<file path="config.mk">
export PLATFORM = sky130hd
export DESIGN_NAME = mpr_readout_seq
export DESIGN_NICKNAME = d
export VERILOG_FILES = /design/src/rtl/mpr_seq_pkg.sv /design/src/rtl/mpr_req_check.sv /design/src/rtl/mpr_read_ctr.sv /design/src/rtl/mpr_readout_seq.sv
export SDC_FILE = /design/constraint.sdc
export NUM_CORES = 1
export LEC_CHECK = 0
export BUFFER_PORTS_ARGS = -buffer_cell sky130_fd_sc_hd__buf_2
export CORE_MARGIN = 2
export CORE_UTILIZATION = 52
export CTS_BUF_LIST = sky130_fd_sc_hd__clkbuf_4 sky130_fd_sc_hd__clkbuf_8 sky130_fd_sc_hd__clkbuf_16
export CTS_CLUSTER_SIZE = 16
export DETAILED_ROUTE_END_ITERATION = 12
export GPL_TIMING_DRIVEN = 0
export PLACE_DENSITY = 0.83
export SLEW_MARGIN = 0
export SYNTH_ARGS = -nofsm -noshare
export SYNTH_HDL_FRONTEND = slang
export SYNTH_SLANG_ARGS = --single-unit
</file>
<file path="constraint.sdc">
create_clock -name clk -period 2.2 [get_ports clk]
set_input_delay 0.11 -clock clk [delete_from_list [all_inputs] [get_ports clk]]
set_output_delay 0.11 -clock clk [all_outputs]
set_load 0.05 [all_outputs]
</file>
<file path="src/rtl/mpr_seq_pkg.sv">
package mpr_seq_pkg;

    typedef enum logic [2:0] {
        CMD_NOP  = 3'd0,
        CMD_PREA = 3'd1,
        CMD_MRS  = 3'd2,
        CMD_RD   = 3'd3
    } cmd_code_e;

    typedef enum logic [2:0] {
        ST_IDLE,
        ST_PREA,
        ST_MR_ON,
        ST_READ,
        ST_MR_OFF
    } seq_state_e;

    localparam logic [1:0] MR_SEL_MPR = 2'd3;
    localparam logic [1:0] FMT_LIMIT  = 2'd2;

endpackage

</file>
<file path="src/rtl/mpr_req_check.sv">
module mpr_req_check #(
    parameter int CNT_W = 8
) (
    input  logic [1:0]       format_i,
    input  logic [1:0]       page_i,
    input  logic [CNT_W-1:0] count_i,
    output logic             ok_o
);
    import mpr_seq_pkg::*;

    logic fmt_ok, page_ok, cnt_ok;

    always_comb begin
        fmt_ok  = (format_i <= FMT_LIMIT);
        page_ok = (page_i <= 2'd3);
        cnt_ok  = (count_i != '0);
        ok_o    = fmt_ok && page_ok && cnt_ok;
    end
endmodule

</file>
<file path="src/rtl/mpr_read_ctr.sv">
module mpr_read_ctr #(
    parameter int CNT_W = 8
) (
    input  logic             clk,
    input  logic             rst_n,
    input  logic             clear_i,
    input  logic             step_i,
    input  logic [CNT_W-1:0] total_i,
    output logic [CNT_W-1:0] idx_o,
    output logic             last_o
);
    logic [CNT_W-1:0] idx_q;

    always_ff @(posedge clk) begin
        if (!rst_n || clear_i) begin
            idx_q <= '0;
        end else if (step_i) begin
            idx_q <= idx_q + 1'b1;
        end
    end

    assign idx_o  = idx_q;
    assign last_o = (idx_q == total_i - 1'b1);
endmodule

</file>
<file path="src/rtl/mpr_readout_seq.sv">
module mpr_readout_seq
    import mpr_seq_pkg::*;
#(
    parameter int RANK_W = 2,
    parameter int ADDR_W = 14,
    parameter int IDLE_W = 8,
    parameter int CNT_W  = 8,
    parameter int TMOD   = 24,
    parameter int TMRD   = 8,
    parameter int TCCD_S = 4
) (
    input  logic              clk,
    input  logic              rst_n,
    input  logic              start_i,
    input  logic [RANK_W-1:0] rank_i,
    input  logic [1:0]        page_i,
    input  logic [1:0]        format_i,
    input  logic [CNT_W-1:0]  count_i,
    input  logic [IDLE_W-1:0] tccd_l_i,
    input  logic [IDLE_W-1:0] trp_i,
    output logic              cmd_valid_o,
    input  logic              cmd_ready_i,
    output logic [2:0]        cmd_code_o,
    output logic [RANK_W-1:0] cmd_rank_o,
    output logic [1:0]        cmd_mr_o,
    output logic [ADDR_W-1:0] cmd_addr_o,
    output logic [IDLE_W-1:0] cmd_idle_o,
    output logic              busy_o,
    output logic              done_o,
    output logic              err_o
);
    localparam int               MRS_GAP   = (TMOD > TMRD) ? TMOD : TMRD;
    localparam logic [IDLE_W-1:0] MRS_IDLE = IDLE_W'(MRS_GAP);
    localparam logic [IDLE_W-1:0] SHORT_RD = IDLE_W'(TCCD_S);

    seq_state_e        state_q, state_d;
    logic [RANK_W-1:0] rank_q;
    logic [1:0]        page_q, fmt_q;
    logic [CNT_W-1:0]  cnt_q;
    logic [IDLE_W-1:0] tccdl_q, trp_q;
    logic              done_q, err_q;
    logic              req_ok, accept, take_start;
    logic [CNT_W-1:0]  rd_idx;
    logic              rd_last;
    logic [IDLE_W-1:0] rd_gap;

    mpr_req_check #(.CNT_W(CNT_W)) u_check (
        .format_i (format_i),
        .page_i   (page_i),
        .count_i  (count_i),
        .ok_o     (req_ok)
    );

    assign accept     = cmd_valid_o && cmd_ready_i;
    assign take_start = (state_q == ST_IDLE) && start_i;

    mpr_read_ctr #(.CNT_W(CNT_W)) u_ctr (
        .clk     (clk),
        .rst_n   (rst_n),
        .clear_i (state_q == ST_MR_ON),
        .step_i  ((state_q == ST_READ) && accept),
        .total_i (cnt_q),
        .idx_o   (rd_idx),
        .last_o  (rd_last)
    );

    // Mode write image: enable bit 2, page bits 1:0, read format bits 12:11
    function automatic logic [ADDR_W-1:0] mr3_image(input logic en);
        logic [ADDR_W-1:0] img;
        img        = '0;
        img[1:0]   = page_q;
        img[2]     = en;
        img[12:11] = fmt_q;
        return img;
    endfunction

    always_comb begin
        state_d = state_q;
        unique case (state_q)
            ST_IDLE:   if (start_i && req_ok) state_d = ST_PREA;
            ST_PREA:   if (accept) state_d = ST_MR_ON;
            ST_MR_ON:  if (accept) state_d = ST_READ;
            ST_READ:   if (accept && rd_last) state_d = ST_MR_OFF;
            ST_MR_OFF: if (accept) state_d = ST_IDLE;
            default:   state_d = ST_IDLE;
        endcase
    end

    always_ff @(posedge clk) begin
        if (!rst_n) begin
            state_q <= ST_IDLE;
            rank_q  <= '0;
            page_q  <= '0;
            fmt_q   <= '0;
            cnt_q   <= '0;
            tccdl_q <= '0;
            trp_q   <= '0;
            done_q  <= 1'b0;
            err_q   <= 1'b0;
        end else begin
            state_q <= state_d;
            done_q  <= (state_q == ST_MR_OFF) && accept;
            if (take_start) begin
                rank_q  <= rank_i;
                page_q  <= page_i;
                fmt_q   <= format_i;
                cnt_q   <= count_i;
                tccdl_q <= tccd_l_i;
                trp_q   <= trp_i;
                err_q   <= !req_ok;
            end
        end
    end

    assign rd_gap = (page_q == 2'd0) ? SHORT_RD : tccdl_q;

    always_comb begin
        cmd_valid_o = 1'b0;
        cmd_code_o  = CMD_NOP;
        cmd_mr_o    = 2'd0;
        cmd_addr_o  = '0;
        cmd_idle_o  = '0;
        unique case (state_q)
            ST_IDLE: ;
            ST_PREA: begin
                cmd_valid_o = 1'b1;
                cmd_code_o  = CMD_PREA;
                cmd_idle_o  = trp_q;
            end
            ST_MR_ON: begin
                cmd_valid_o = 1'b1;
                cmd_code_o  = CMD_MRS;
                cmd_mr_o    = MR_SEL_MPR;
                cmd_addr_o  = mr3_image(1'b1);
                cmd_idle_o  = MRS_IDLE;
            end
            ST_READ: begin
                cmd_valid_o     = 1'b1;
                cmd_code_o      = CMD_RD;
                cmd_addr_o[1:0] = rd_idx[1:0];
                cmd_idle_o      = rd_gap;
            end
            ST_MR_OFF: begin
                cmd_valid_o = 1'b1;
                cmd_code_o  = CMD_MRS;
                cmd_mr_o    = MR_SEL_MPR;
                cmd_addr_o  = mr3_image(1'b0);
                cmd_idle_o  = MRS_IDLE;
            end
            default: ;
        endcase
    end

    assign cmd_rank_o = rank_q;
    assign busy_o     = (state_q != ST_IDLE);
    assign done_o     = done_q;
    assign err_o      = err_q;
endmodule

</file>
Word level (Yosys, flattened, before mapping)
Cells that the tools add are included.
{"block": "totals", "in_bits": 34, "reg_bits": 43, "output_inout_bits": 33, "word_cells": 55}
{"block": "op_classes", "n_reduce_logical": 18, "n_eq_ne": 10, "add_sub_neg": 2, "n_mux": 13, "n_lt_le_gt_ge": 2}
{"op": "$pmux 8 s3", "n": 1}
{"op": "$pmux 11 s2", "n": 1}
{"op": "$mux 3", "n": 5}
{"op": "$pmux 3 s5", "n": 1}
{"op": "$add 8x1->8 const B", "n": 1}
{"op": "$eq 8x8->1", "n": 1}
{"op": "$logic_and 1x1->1", "n": 8}
{"op": "$mux 8", "n": 1}
{"op": "$reduce_bool 8->1", "n": 1}
{"op": "$sub 8x1->8 const B", "n": 1}
{"op": "$eq 3x2->1 const B", "n": 2}
{"op": "$ne 2x2->1 const B", "n": 3}
{"op": "$pmux 2 s3", "n": 1}
{"op": "$reduce_and 5->1", "n": 1}
{"op": "$le 2x2->1 const B", "n": 2}
{"op": "$ne 2x1->1 const B", "n": 2}
{"op": "$pmux 2 s2", "n": 1}
{"op": "$reduce_or 4->1", "n": 1}
{"op": "$eq 3x1->1 const B", "n": 1}
{"op": "$eq 3x3->1 const B", "n": 1}
{"op": "$logic_not 3->1", "n": 1}
{"op": "$reduce_bool 3->1", "n": 1}
{"op": "$logic_not 1->1", "n": 2}
{"op": "$logic_not 2->1", "n": 1}
{"op": "other kinds (4)", "n": 4}

Depth between registers and ports, before layout
{"block": "depth", "depth_word": 7, "ltp_mapped": 8, "mapped_depth_nobuf": 8}

Hierarchy
From an unflattened synthesis, not the netlist that was laid out.
{"block": "unflattened", "cells_unflattened": 279, "hier_area_um2": 2240.9}
{"mod": "mpr_readout_seq", "instances": 1, "seq_area_each_um2": 700.7, "cells_each": 205, "area_per_inst_um2": 1632.8}
{"mod": "mpr_read_ctr", "instances": 1, "seq_area_each_um2": 160.2, "cells_each": 71, "area_per_inst_um2": 588.1}
{"mod": "mpr_req_check", "instances": 1, "seq_area_each_um2": 0.0, "cells_each": 3, "area_per_inst_um2": 20.0}

Worst setup path before layout
Ideal clock, no wire load.
{"block": "synth_path", "path_type": "register -> output", "start": "register state_q[0]", "end": "output cmd_addr_o[0]", "arrival_time_ns": 1.966, "path_stages_with_launch": 5, "required_time_ns": 2.090, "setup_slack_ns": 0.124, "path_cell_list": "dfxtp_1 -> buf_2 -> buf_1 -> mux2i_1 -> o21ai_0"}
{"block": "synth_between", "elab_chain_cells": 3, "elab_cells_between_ends": 5, "classes_between": "3 x eq/ne; 1 x mux; 1 x reduce/logical"}
{"element": "start: declaration", "line_no": "mpr_readout_seq.sv:36", "rtl": "seq_state_e state_q, state_d;"}
{"element": "start signal: assignment", "line_no": "mpr_readout_seq.sv:101", "rtl": "state_q <= state_d;"}
{"element": "$eq 3x3->1 / $eq 3x2->1 (equally long branches)", "line_no": "mpr_readout_seq.sv:123", "rtl": "unique case (state_q)"}
{"element": "$reduce_or 2->1 (no line)"}
{"element": "$pmux 2 s2 *", "line_no": "mpr_readout_seq.sv:123"}
{"element": "end: declaration", "line_no": "mpr_readout_seq.sv:26", "rtl": "output logic [ADDR_W-1:0] cmd_addr_o,"}
Mark *: on every way between the ends. The rest lies on a longest branch, timed or not.

Worst setup path in the final report
{"block": "layout_path", "start": "register state_q[2]", "end": "output cmd_idle_o[3]"}
{"block": "layout_between", "elab_chain_cells": 3, "elab_cells_between_ends": 6, "classes_between": "4 x eq/ne; 1 x mux; 1 x reduce/logical"}
{"element": "$eq 3x3->1 / $eq 3x2->1 (equally long branches)", "line_no": "mpr_readout_seq.sv:123"}
{"element": "$reduce_or 2->1 (no line)"}
{"element": "$pmux 8 s3 *", "line_no": "mpr_readout_seq.sv:123"}
{"element": "end: declaration", "line_no": "mpr_readout_seq.sv:27", "rtl": "output logic [IDLE_W-1:0] cmd_idle_o,"}
Marks and branches as above.

==> out/metrics.yaml <==
synth:
  async_flop_share: 0
  ys.flop_type: "dfxtp_1"
  synth.most_common_cell: "nand2_1"
  yosysSeqAreaShare: 0.368
  netlist_area_sq_um: 2340
  yosysUniqueCellTypes: 53
  ys_ff_latch: 43
  synthTopCellsByCount: "73 x nand2_1, 43 x dfxtp_1, 26 x a21boi_0"
  syn_area_per_cell_sq_um: 8.20
  synthCells: 285
  yosys_warnings: 0
  yosysTopAreaCell: "dfxtp_1"
  synth_top_area_share: 0.368
  synth_edf_count: 0
  ys_top_cells_by_area: "dfxtp_1 37%, nand2_1 12%, a21boi_0 8.4%"
clocking:
  clkTransAtPathRegs_ns: 0.08
  cts_max_path_buffers: 2
  clkLatencyLatePin_ns: 0.29
  cts_buffers: 5
  cts_max_level: 2
  tritoncts: "yes"
  cts_root_buf: "clkbuf_8"
  postCtsSetupRepairBufs: 0
  clkSinkCount: 43
  hold_buffers: 0
final_layout:
  multi_input_area_sq_um: 1330
  final_util: 0.651
  diodes: 0
  num-fill-cells: 368
  final_nets: 393
  area_growth_pct: 21.3
  instances_no_fill: 409
  seq_area_sq_um: 861
  drive_above_1_share: 0.266
sta:
  timing.final.crit_share: 0.935
  skew_ns: 0.00517
  drv_slew: 0
  tightest_slew_ns: 0.626
  slew_headroom: 0.582
  rsz0062_at_grt: "false"
  holdWs_ns: 0.0547
  hold_violations: 0
  fmaxAchievable_mhz: 486
  tns_ns: 0
  post-route-min-period_ns: 2.06
  setup_viol: 0
placed_design:
  io_buffers: 56
  dpl.cell_count: 402
  routabilityCongestion: 0.815
  dp_hpwl_microns: 3990
power_and_ir_drop:
  power.internal_mw: 1.58
  ir_worst_vdd_v: 0.000575
  p_clk_frac: 0.221
  seqPwrFrac: 0.347
  switching_share: 0.420
  power_leakage_nw: 1.28
  p_comb_frac: 0.432
  p_switching_mw: 1.14
  pwr_density_cell_nw_per_um2: 960
die:
  fp.dieH_microns: 71.0
  ios: 67
  start_util: 0.537
  fp-row-count: 24
  coreArea_sq_um: 4350
  fp.dieW_microns: 71.0
  dieArea_sq_um: 5050
global_route:
  grt_usage: 0.218
  grt_pass1_wl_microns: 8850
  antenna_found_initial: 0
  grt_pass1_vias: 1976
  grt_start_max_net_pins: 14
  grt-ovfl-total: 0
route:
  first_pass_iters: 4
  vias_per_cell: 5.22
  drt-total-wl_microns: 5440
  route.detailed.drc: 0
  drt_iter0_drc: 182
  antenna_left: 0
  via_count: 2136
  wl_per_cell_microns: 13.3
worst_setup_path:
  cp-start-kind: "flop"
  cp-end-kind: "output port"
  setup.worst_path.class: "flop to output port"
  arrival_ns: 1.95
  worst-path-max-fanout: 8
  worstPathRequired_ns: 2.09
status:
  status: "complete, no violations"
worst_hold_path:
  hold_path.class: "primary input to flop"
run:
  maxCapViolCount: 0
[cells in the final DEF (no fill, tap or decap), types with 2 or more instances in the layout]
cell / synthesis / routed
and3_1: 3 / 3
a21oi_1: 2 / 2
nor3b_1: 3 / 2
or4_1: 2 / 2
buf_4: 11 / 11
nand2_1: 73 / 73
nor4_1: 2 / 2
a22o_1: 5 / 5
a21boi_1: 4 / 4
buf_2: 6 / 62
nor2_1: 16 / 16
o21ai_0: 5 / 5
and2_1: 3 / 3
a21boi_0: 26 / 26
dfxtp_1: 43 / 43
xor2_1: 10 / 10
clkbuf_8: 1 / 6
o211ai_1: 2 / 2
inv_1: 6 / 6
a221o_1: 2 / 2
xnor2_1: 8 / 8
ha_1: 2 / 2
nand4_1: 2 / 2
mux2i_1: 4 / 4
nor3_1: 2 / 2
nand2b_1: 3 / 3
clkbuf_1: 8 / 8
conb_1: 1 / 10
nand3_1: 6 / 6
[state kept, by name (all words and copies together), names as in the netlist]
name         cells
u_ctr.idx_o      8
state_q          3
trp_q            8
err_o            1
done_o           1
cmd_rank_o       2
tccdl_q          8
page_q           2
cnt_q            8
fmt_q            2
[metrics by stage]
step	power (mW)	setup slack [ns]	cell area [sq um]
floorplan	1.85	0.124	2370
global placement	2.08	0.0130	2720
detailed placement	2.11	0.0669	2720
CTS	2.71	0.0846	2830
global route	2.86	0.0209	2830
finish	2.72	0.144	2830
[critical path, cell delays in order, from the launching register on]
cell and delay (ns):
dfxtp_1 0.39, inv_1 0.16, nand2_1 0.11, nor2_1 0.48
a221o_1 0.25, buf_2 0.26
[power by group through the flow]
stage	Sequential, mW	Combinational, mW	Clock (mW)
floorplan	0.975	0.876	0
global placement	0.955	1.12	0
detailed placement	0.959	1.15	0
CTS	0.942	1.16	0.606
global route	0.955	1.27	0.636
finish	0.944	1.18	0.602
[timing repair]
action / in CTS / in global routing
endpoints found under the setup margin: 7 / 7
endpoints found under the hold margin: 0 / 0
gates resized for setup: 1 / 1
[path summary, 6_finish.rpt]
kind                            from                          to  slack [ns]  cells past startpoint
min                        rank_i[1]  cmd_rank_o[1]$_SDFFE_PN0P_        0.05                      3
max          state_q[2]$_SDFFE_PN0P_               cmd_idle_o[3]        0.14                      5
max reg2reg  state_q[1]$_SDFFE_PN0P_     state_q[0]$_SDFFE_PN0P_        0.18                      5
min reg2reg    trp_q[7]$_SDFFE_PN0P_       trp_q[7]$_SDFFE_PN0P_        0.47                      2
[layer usage]
metal	global-route usage	routed length, microns
met3	0.0442	277
met2	0.388	2750
met1	0.270	2360
met4	0.0545	62
met5	0	0
[logic make-up after synthesis]
family | synth area share
muxes | 0.0219
AOI/OAI and AO/OA | 0.201
DFF | 0.368
other | 0.00160
and+or+nand+nor | 0.241
xor gates and xnor gates | 0.0675
buffers and inverters | 0.0830
adders and majority gates | 0.0150
[area by class of cell]
cell class / count / area share
multi-input combinational: 217 / 0.468
sequential: 43 / 0.304
timing repair buffer: 56 / 0.0989
buffer: 28 / 0.0605
clock buffer: 5 / 0.0243
tap: 52 / 0.0230
clock inverter: 2 / 0.0132
inverter: 6 / 0.00795
(Power assumes the default switching activity.)
